[src/rtl/atree_pkg.sv]
package atree_pkg;

   // number of elements present at stage k for n operands: ceil(n / 2^k)
   function automatic int stage_count(input int n, input int k);
      return (n + (1 << k) - 1) >> k;
   endfunction

endpackage

[src/rtl/atree_pair_add.sv]
module atree_pair_add #(
   parameter int W = 8
) (
   input  logic         clk,
   input  logic         rst,
   input  logic [W-1:0] opa,
   input  logic [W-1:0] opb,
   output logic [W:0]   sum
);
   if (W < 2) begin : g_bad_w
      $error("atree_pair_add: W must be at least 2");
   end

   always_ff @(posedge clk) begin
      if (rst) sum <= '0;
      else     sum <= {opa[W-1], opa} + {opb[W-1], opb};
   end

   // two non-negative operands never yield a negative registered sum
   assert_nonneg_R3: assert property (@(posedge clk) disable iff (rst)
      (!opa[W-1] && !opb[W-1]) |=> !sum[W]);
   // two negative operands always yield a negative registered sum
   assert_neg_R3: assert property (@(posedge clk) disable iff (rst)
      (opa[W-1] && opb[W-1]) |=> sum[W]);
   assert_pair_clear_R6: assert property (@(posedge clk)
      rst |=> (sum == '0));
endmodule

[src/rtl/atree_pad_reg.sv]
module atree_pad_reg #(
   parameter int W = 8
) (
   input  logic         clk,
   input  logic         rst,
   input  logic [W-1:0] d,
   output logic [W:0]   q
);
   always_ff @(posedge clk) begin
      if (rst) q <= '0;
      else     q <= {d[W-1], d};
   end

   // leftover operand reaches the next stage with its value unchanged
   assert_pad_keep_R4: assert property (@(posedge clk) disable iff (rst)
      !rst |=> ($signed(q) == $signed({$past(d[W-1]), $past(d)})) || $past(rst));
   assert_pad_clear_R6: assert property (@(posedge clk)
      rst |=> (q == '0));
endmodule

[src/rtl/atree_level.sv]
module atree_level #(
   parameter int IN_CNT = 2,
   parameter int W      = 8
) (
   input  logic                          clk,
   input  logic                          rst,
   input  logic [IN_CNT*W-1:0]           d_in,
   output logic [((IN_CNT+1)/2)*(W+1)-1:0] d_out
);
   localparam int PAIRS = IN_CNT / 2;
   localparam bit ODD   = (IN_CNT % 2) != 0;

   if (IN_CNT < 2) begin : g_bad_cnt
      $error("atree_level: a stage needs at least two elements");
   end

   for (genvar p = 0; p < PAIRS; p++) begin : g_pair
      atree_pair_add #(.W(W)) u_add (
         .clk (clk),
         .rst (rst),
         .opa (d_in[(2*p)*W +: W]),
         .opb (d_in[(2*p+1)*W +: W]),
         .sum (d_out[p*(W+1) +: W+1])
      );
   end

   if (ODD) begin : g_pad
      atree_pad_reg #(.W(W)) u_pad (
         .clk (clk),
         .rst (rst),
         .d   (d_in[(IN_CNT-1)*W +: W]),
         .q   (d_out[PAIRS*(W+1) +: W+1])
      );
   end
endmodule

[src/rtl/signed_adder_tree.sv]
module signed_adder_tree
   import atree_pkg::*;
#(
   parameter int NUM_IN = 9,
   parameter int IN_W   = 8,
   localparam int LVLS  = $clog2(NUM_IN),
   localparam int OUT_W = IN_W + LVLS
) (
   input  logic                   clk,
   input  logic                   rst,
   input  logic [NUM_IN*IN_W-1:0] in_vec,
   output logic [OUT_W-1:0]       sum_out
);
   if (NUM_IN < 1) begin : g_bad_n
      $error("signed_adder_tree: NUM_IN must be at least 1");
   end
   if (IN_W < 2) begin : g_bad_w
      $error("signed_adder_tree: IN_W must be at least 2");
   end

   localparam longint MIN_TOT = -(longint'(NUM_IN) * (longint'(1) <<< (IN_W-1)));
   localparam longint MAX_TOT = longint'(NUM_IN) * ((longint'(1) <<< (IN_W-1)) - 1);

   function automatic longint operand_total(input logic [NUM_IN*IN_W-1:0] v);
      longint acc = 0;
      for (int i = 0; i < NUM_IN; i++) acc += longint'($signed(v[i*IN_W +: IN_W]));
      return acc;
   endfunction

   if (LVLS == 0) begin : g_wire
      assign sum_out = in_vec;
      always_comb assert_wire_R5: assert (sum_out == in_vec);
   end else begin : g_tree
      for (genvar k = 0; k <= LVLS; k++) begin : g_lvl
         logic [stage_count(NUM_IN, k)*(IN_W+k)-1:0] bus;
         if (k == 0) begin : g_src
            assign bus = in_vec;
         end else begin : g_stage
            atree_level #(
               .IN_CNT (stage_count(NUM_IN, k-1)),
               .W      (IN_W + k - 1)
            ) u_level (
               .clk   (clk),
               .rst   (rst),
               .d_in  (g_lvl[k-1].bus),
               .d_out (bus)
            );
         end
      end
      assign sum_out = g_lvl[LVLS].bus;

      // checker state: how many consecutive edges captured the same vector
      localparam int CW = $clog2(LVLS + 2);
      logic [NUM_IN*IN_W-1:0] prev_in;
      logic [CW-1:0]          hold_cnt;
      always_ff @(posedge clk) begin
         prev_in <= in_vec;
         if (rst)                       hold_cnt <= '0;
         else if (in_vec != prev_in)    hold_cnt <= CW'(1);
         else if (hold_cnt < CW'(LVLS)) hold_cnt <= hold_cnt + CW'(1);
      end

      assert_steady_R2: assert property (@(posedge clk) disable iff (rst)
         (hold_cnt >= CW'(LVLS)) |-> (longint'($signed(sum_out)) == operand_total(prev_in)));
      assert_range_R3: assert property (@(posedge clk) disable iff (rst)
         (longint'($signed(sum_out)) >= MIN_TOT) && (longint'($signed(sum_out)) <= MAX_TOT));
   end
endmodule

[config.mk]
export PLATFORM = sky130hd
export DESIGN_NAME = signed_adder_tree
export DESIGN_NICKNAME = d
export VERILOG_FILES = /design/src/rtl/atree_pkg.sv /design/src/rtl/atree_pair_add.sv /design/src/rtl/atree_pad_reg.sv /design/src/rtl/atree_level.sv /design/src/rtl/signed_adder_tree.sv
export SDC_FILE = /design/constraint.sdc
export NUM_CORES = 1
export LEC_CHECK = 0
export CORE_UTILIZATION = 25
export DETAILED_ROUTE_END_ITERATION = 10
export GPL_ROUTABILITY_DRIVEN = 0
export PLACE_DENSITY = 0.52
export SYNTH_ARGS = -nofsm -noshare
export SYNTH_HDL_FRONTEND = slang
export SYNTH_SLANG_ARGS = --single-unit
[constraint.sdc]
create_clock -name clk -period 2.75 [get_ports clk]
set_input_delay 0.55 -clock clk [delete_from_list [all_inputs] [get_ports clk]]
set_output_delay 0.55 -clock clk [all_outputs]
set_load 0.1 [all_outputs]
[Word-level counts from Yosys, hierarchy flattened]
Index checks and enable logic that the tools add are counted.
Cells by class
  add/subtract/negate cells: 8
Operator list (count)
  adder 8 x 8 -> 9 bit: 4
  adder 9 x 9 -> 10 bit: 2
  adder 11 x 8 -> 12 bit: 1
  adder 10 x 10 -> 11 bit: 1
Storage, ports and cells
  flip-flop bits (word level): 103
  bits of input ports: 74
  output and inout port bits: 12
  word-level logic and storage cells: 19

[Logic depth before layout (Yosys ltp)]
  depth in word-level cells: 1
  gate-level depth with buffers: 8
  depth with buffers taken out: 8

[Modules after synthesis]
Synthesis repeated with hierarchy kept, for this count alone.
Second synthesis, totals
  cells, all modules: 621
  area, all modules: 6023.3 um2
Modules (own cells, without submodules)
  atree_pair_add (g_tree.g_lvl[1].g_stage.u_level.g_pair[0].u_add ...): cells an instance 58, instances 3, area an instance 568.0 um2, seq. area each 180.2 um2
  atree_pair_add (g_tree.g_lvl[2].g_stage.u_level.g_pair[0].u_add ...): cells an instance 75, instances 2, area an instance 688.2 um2, seq. area each 200.2 um2
  atree_pair_add (g_tree.g_lvl[3].g_stage.u_level.g_pair[0].u_add): cells an instance 98, instances 1, area an instance 823.3 um2, seq. area each 220.2 um2
  atree_pair_add (g_tree.g_lvl[4].g_stage.u_level.g_pair[0].u_add): cells an instance 83, instances 1, area an instance 804.5 um2, seq. area each 240.2 um2
  atree_pair_add (g_tree.g_lvl[1].g_stage.u_level.g_pair[1].u_add): cells an instance 59, instances 1, area an instance 583.1 um2, seq. area each 180.2 um2
  atree_pad_reg (g_tree.g_lvl[3].g_stage.u_level.g_pad.u_pad): cells an instance 21, instances 1, area an instance 270.3 um2, seq. area each 200.2 um2
  atree_pad_reg (g_tree.g_lvl[2].g_stage.u_level.g_pad.u_pad): cells an instance 19, instances 1, area an instance 244.0 um2, seq. area each 180.2 um2
  atree_pad_reg (g_tree.g_lvl[1].g_stage.u_level.g_pad.u_pad): cells an instance 17, instances 1, area an instance 217.7 um2, seq. area each 160.2 um2

[Worst setup path after synthesis]
Ideal clock, no wire load.
  path type: in2reg
  start point: in in_vec[0]
  end point: reg g_tree.g_lvl[1].g_stage.u_level.g_pair[0].u_add.sum[8]
  path buffers: 0
  data arrival time: 2121 ps
  required time: 2692 ps
  setup time: 58 ps
  cell stages on the path: 7
  setup slack: 571 ps
  cells stage by stage: ha_1 -> fa_1 -> a21o_1 -> a21oi_2 -> o211ai_2 -> a2111oi_2 -> o21ba_1
Between the ends
  cells in the longest elaborated chain, start to end: 1
RTL lines
  start: declaration: RTL line signed_adder_tree.sv:11  | input logic [NUM_IN*IN_W-1:0] in_vec,
  adder 8 x 8 -> 9 bit: RTL line atree_pair_add.sv:16  | else sum <= {opa[W-1], opa} + {opb[W-1], opb};
  end signal: assignment: RTL line atree_pair_add.sv:16
  end: declaration: RTL line atree_pair_add.sv:8  | output logic [W:0] sum
Every way passes these cells.
A chain may end at the register's enable or synchronous reset.

[Final worst setup path]
Same ends and word-level chain as after synthesis.

==> results.md <==
- Along the worst hold path, the cell count comes to 1.
- In this run, distinct cell masters in the synthesized netlist total 53.
- The largest single stage delay on the critical path is 0.40 ns.
- In this run, synthesis inferred 0 flip-flops with an integrated enable.
- The via count of the first global-routing pass is between 3k and 4k.
- The post-synthesis cell area is 5480 um^2.
- In the finished design, the share of the clock period the worst path needs comes to 85.2%.
- STA puts the critical path data arrival time at 2.63 ns.
- The power per cell area is 654 nW/um^2.
- The repair_antennas step left the layout with diodes totalling 0.
- 86 I/O pins were placed.
- The total track usage is 9.69%.
- The total count of max-transition violations in the final report is 0.
- The buffers inserted during post-CTS setup optimization is 0.
- The placeable core region is 21200 um^2.
- After synthesis, flip-flops and latches occupy ~38% of the total area.
- The post-place setup slack is just under 0.06 ns.
- The data required time at the worst endpoint is 3.04 ns.
- Walking the worst path, the cells encountered are clkdlybuf4s50_1, ha_1, fa_1, a21o_1, a21oi_2, o211ai_2, a2111oi_2, o21ba_1.
- Post-CTS repair changed the size of 0 cells.
- The layout overhead on the synthesized area is 27.5%.
- In this design, the largest share of critical-path delay is due to compound AO/OA/AOI/OAI gates.
- STA classifies the critical path endpoint as a register.
- Cells with a size suffix above 1 make up 7.37% of the layout.
- The worst hold slack across all endpoints is 0.442 ns.
- The fmax is approximately 430 MHz.
- The initial cell density of the core is roughly a quarter.
- The quantity of hold-fixing buffers added after cts is 0.
- The largest net degree at the start of global routing is 50.
- The critical path startpoint category is an input port.
- The initial antenna violation count was 0.
- For the worst flop-to-flop path, the logic depth is 7.
- Counting the buffers created by CTS gives 9.
- The critical path in this run is classified as in -> reg.
- The CTS tree is yes.
- In this run the number of H-tree levels came out at 3.
- Setup repair after global routing left no endpoint under its margin.
- Counting both buffers and inverters, the worst setup path holds a total of 1.
- Counting flops and latches in the post-synthesis netlist gives 103.
- The detailed router finished its first iteration with 124 violations.
- The slack of the worst reg-to-reg path is 0.73 ns.
- Dividing the detail-routed via count by the number of cells gives roughly 4.3.
- The maximum ir drop on the vdd rail is 0.363 mV.
- The first-pass iteration count of the detailed router is 4.
- In this run the tool buffered the top-level ports with 85 buffer cells.
- The share of synthesized registers carrying an async set or reset is 0%.
- The overall power consumption is 4570 uW.
- Setup slack closes at 0.406 ns.
- In this run the remaining antenna-violating nets after routing total 0.
- The cell with the largest stage delay on the worst path is clkdlybuf4s50_1.
- The number of warnings reported in the yosys synthesis log is 0.
- The static leakage is 0.00296 uW.
- The worst hold path begins at g_tree.g_lvl[1].g_stage.u_level.g_pad.u_pad.q[7].
- After technology mapping, the gate count stands at 573.
- The number of nets handed over by synthesis was between 700 and 800.
- Across the run, the number of max-cap violations was 0.
- In the final routed layout, each cell accounts on average for 10.7 um.
- The DRC violation count after routing is 0.
- Clock-pin slew was measured on the worst setup and hold paths at approximately 0.07 ns.
- The highest net fanout along the worst path is 2.
- The filler cells instantiated in the layout total ~2.2k.
- The overall via count from detail_route is 4006.
- For this run the aggregate overflow at the end of global routing stands at 0.
- Clock skew on the completed layout was measured at roughly 0.010 ns.
- The largest buffer count on any clock path is 2.
- CTS placed an instance of clkbuf_16 at the clock tree root.
- The worst min-delay path class is reg -> reg.
- The minimum period implied by the final worst setup slack is approximately 2.3 ns.
- Each instance of the synthesized netlist takes up on average 9.56 um^2.
- CTS saw 103 sinks.
- The actual slew at the worst max-slew pin is 0.510 ns.
- Row generation in the floorplan step produced 53 rows.
- The total detailed-routing wirelength is 10100 um.
- The die covers 22500 um^2.
- The die is 150 um tall.
- In the synthesized netlist the dominant register cell turns out to be dfxtp_1.
- The number of hold violations in the final report came to 0.
- The first global-routing pass estimated roughly 18000 um of wire.
- In the final design database the tool counted 813 nets.
- Measured against its own limit, the worst slew margin works out to around 66%.
- The run finished with clean final reports.
- Setup violations remaining at the end of the flow were counted as 0.
- The worst hold path terminates at g_tree.g_lvl[2].g_stage.u_level.g_pad.u_pad.q[7].
- Detailed placement finished with a half-perimeter wire length of 7930 um.
- The sum of negative setup slack is 0 ns.
- The clock network latency to the later pin of the worst-skew pair is between 0.3 and 0.4 ns.
- The overall die width is 150 um.
-- kinds of logic after synthesis --
family | synth area share [%]
buf+inv | 2.40
xor+xnor | 6.08
fa+ha+maj | 19.1
mux | 0.480
simple gates | 18.2
flops | 37.6
compound gates | 16.1
-- report_power, final --
group | total (uW) | switching, uW | internal (uW)
Combinational | 1270 | 720 | 554
Sequential | 1750 | 71.6 | 1680
Clock | 1540 | 551 | 986
-- synth_stat cells, types with 11 or more instances --
| cell type | count | area [um^2] |
|---|---|---|
| a211oi_1 | 11 | 82.6 |
| a21oi_1 | 29 | 145 |
| clkbuf_1 | 12 | 45.0 |
| dfxtp_1 | 103 | 2060 |
| ha_1 | 71 | 888 |
| inv_1 | 23 | 86.3 |
| nand2_1 | 19 | 71.3 |
| nor2_1 | 77 | 289 |
| nor2b_1 | 45 | 282 |
| nor3_1 | 15 | 75.1 |
| o21a_1 | 11 | 82.6 |
| o21ai_0 | 17 | 85.1 |
| xnor2_1 | 16 | 140 |
| xor2_1 | 22 | 193 |
-- how the worst max path moves through the flow --
stage | from | cells past startpoint | to
global route | in_vec[0] | 8 | register
floorplan | in_vec[0] | 7 | register
global placement | in_vec[0] | 8 | register
finish | in_vec[0] | 8 | register
CTS | in_vec[0] | 8 | register
detailed placement | in_vec[0] | 8 | register
-- cell usage in the layout (no fill, tap or decap), types with 2 or more instances in the layout --
cell / n
inv_1: 23
xor2_1: 22
and3_1: 6
nor4_1: 4
or4_1: 2
ha_1: 71
inv_6: 2
o2111ai_1: 2
a211oi_2: 2
nor2b_1: 45
o2111ai_2: 2
buf_4: 16
o31a_1: 4
xnor2_1: 16
o21a_1: 11
nand2_1: 19
o22ai_1: 3
clkdlybuf4s50_1: 72
a211oi_1: 11
a2111oi_4: 3
clkbuf_16: 9
o21ai_0: 17
nand2b_1: 10
nor3_1: 15
o211ai_1: 7
nand3_1: 7
nor2_1: 77
o21bai_1: 3
bufinv_16: 4
and2_1: 5
dfxtp_1: 103
fa_1: 8
a21oi_1: 29
a21o_1: 10
o21ai_1: 2
-- state kept, by name, summed over array words and instances, names as in the netlist --
| name | flops |
|---|---|
| g_tree.g_lvl.g_stage.u_level.g_pad.u_pad.q | 24 |
| g_tree.g_lvl.g_stage.u_level.g_pair.u_add.sum | 79 |
-- per-stage QoR --
stage	cell area (um^2)	util (%)	std cells
2_1_floorplan	5480	-	573
3_3_place_gp	6620	31.2	924
3_5_place_dp	6620	31.2	924
4_1_cts	6990	32.9	940
5_1_grt	6990	32.9	940
6_report	6990	32.9	940
-- per-layer routing --
| layer | up-vias | GRT usage, % | routed length, um |
|---|---|---|---|
| li1 | 2172 | - | - |
| met1 | 1744 | 12.6 | 5070 |
| met2 | 79 | 15.9 | 4440 |
| met3 | 11 | 2.41 | 448 |
| met4 | 0 | 2.47 | 115 |
| met5 | - | 0 | 0 |
-- worst register-to-register path, delay by kind of cell (launching register included) --
family / cells / cell delay, ns
adders and majority gates: 2 / 0.66
DFF: 1 / 0.31
and+or+nand+nor: 3 / 0.36
AOI/OAI and AO/OA: 2 / 0.57
-- area by class of cell --
class / count / area [um^2] / share of cell area [%]
multi-input combinational: 435 / 3280 / 47.0
sequential: 103 / 2060 / 29.5
timing repair buffer: 88 / 841 / 12.0
tap: 275 / 344 / 4.93
clock buffer: 9 / 225 / 3.22
clock inverter: 7 / 143 / 2.04
inverter: 23 / 86.3 / 1.24
(Power assumes the default switching activity.)
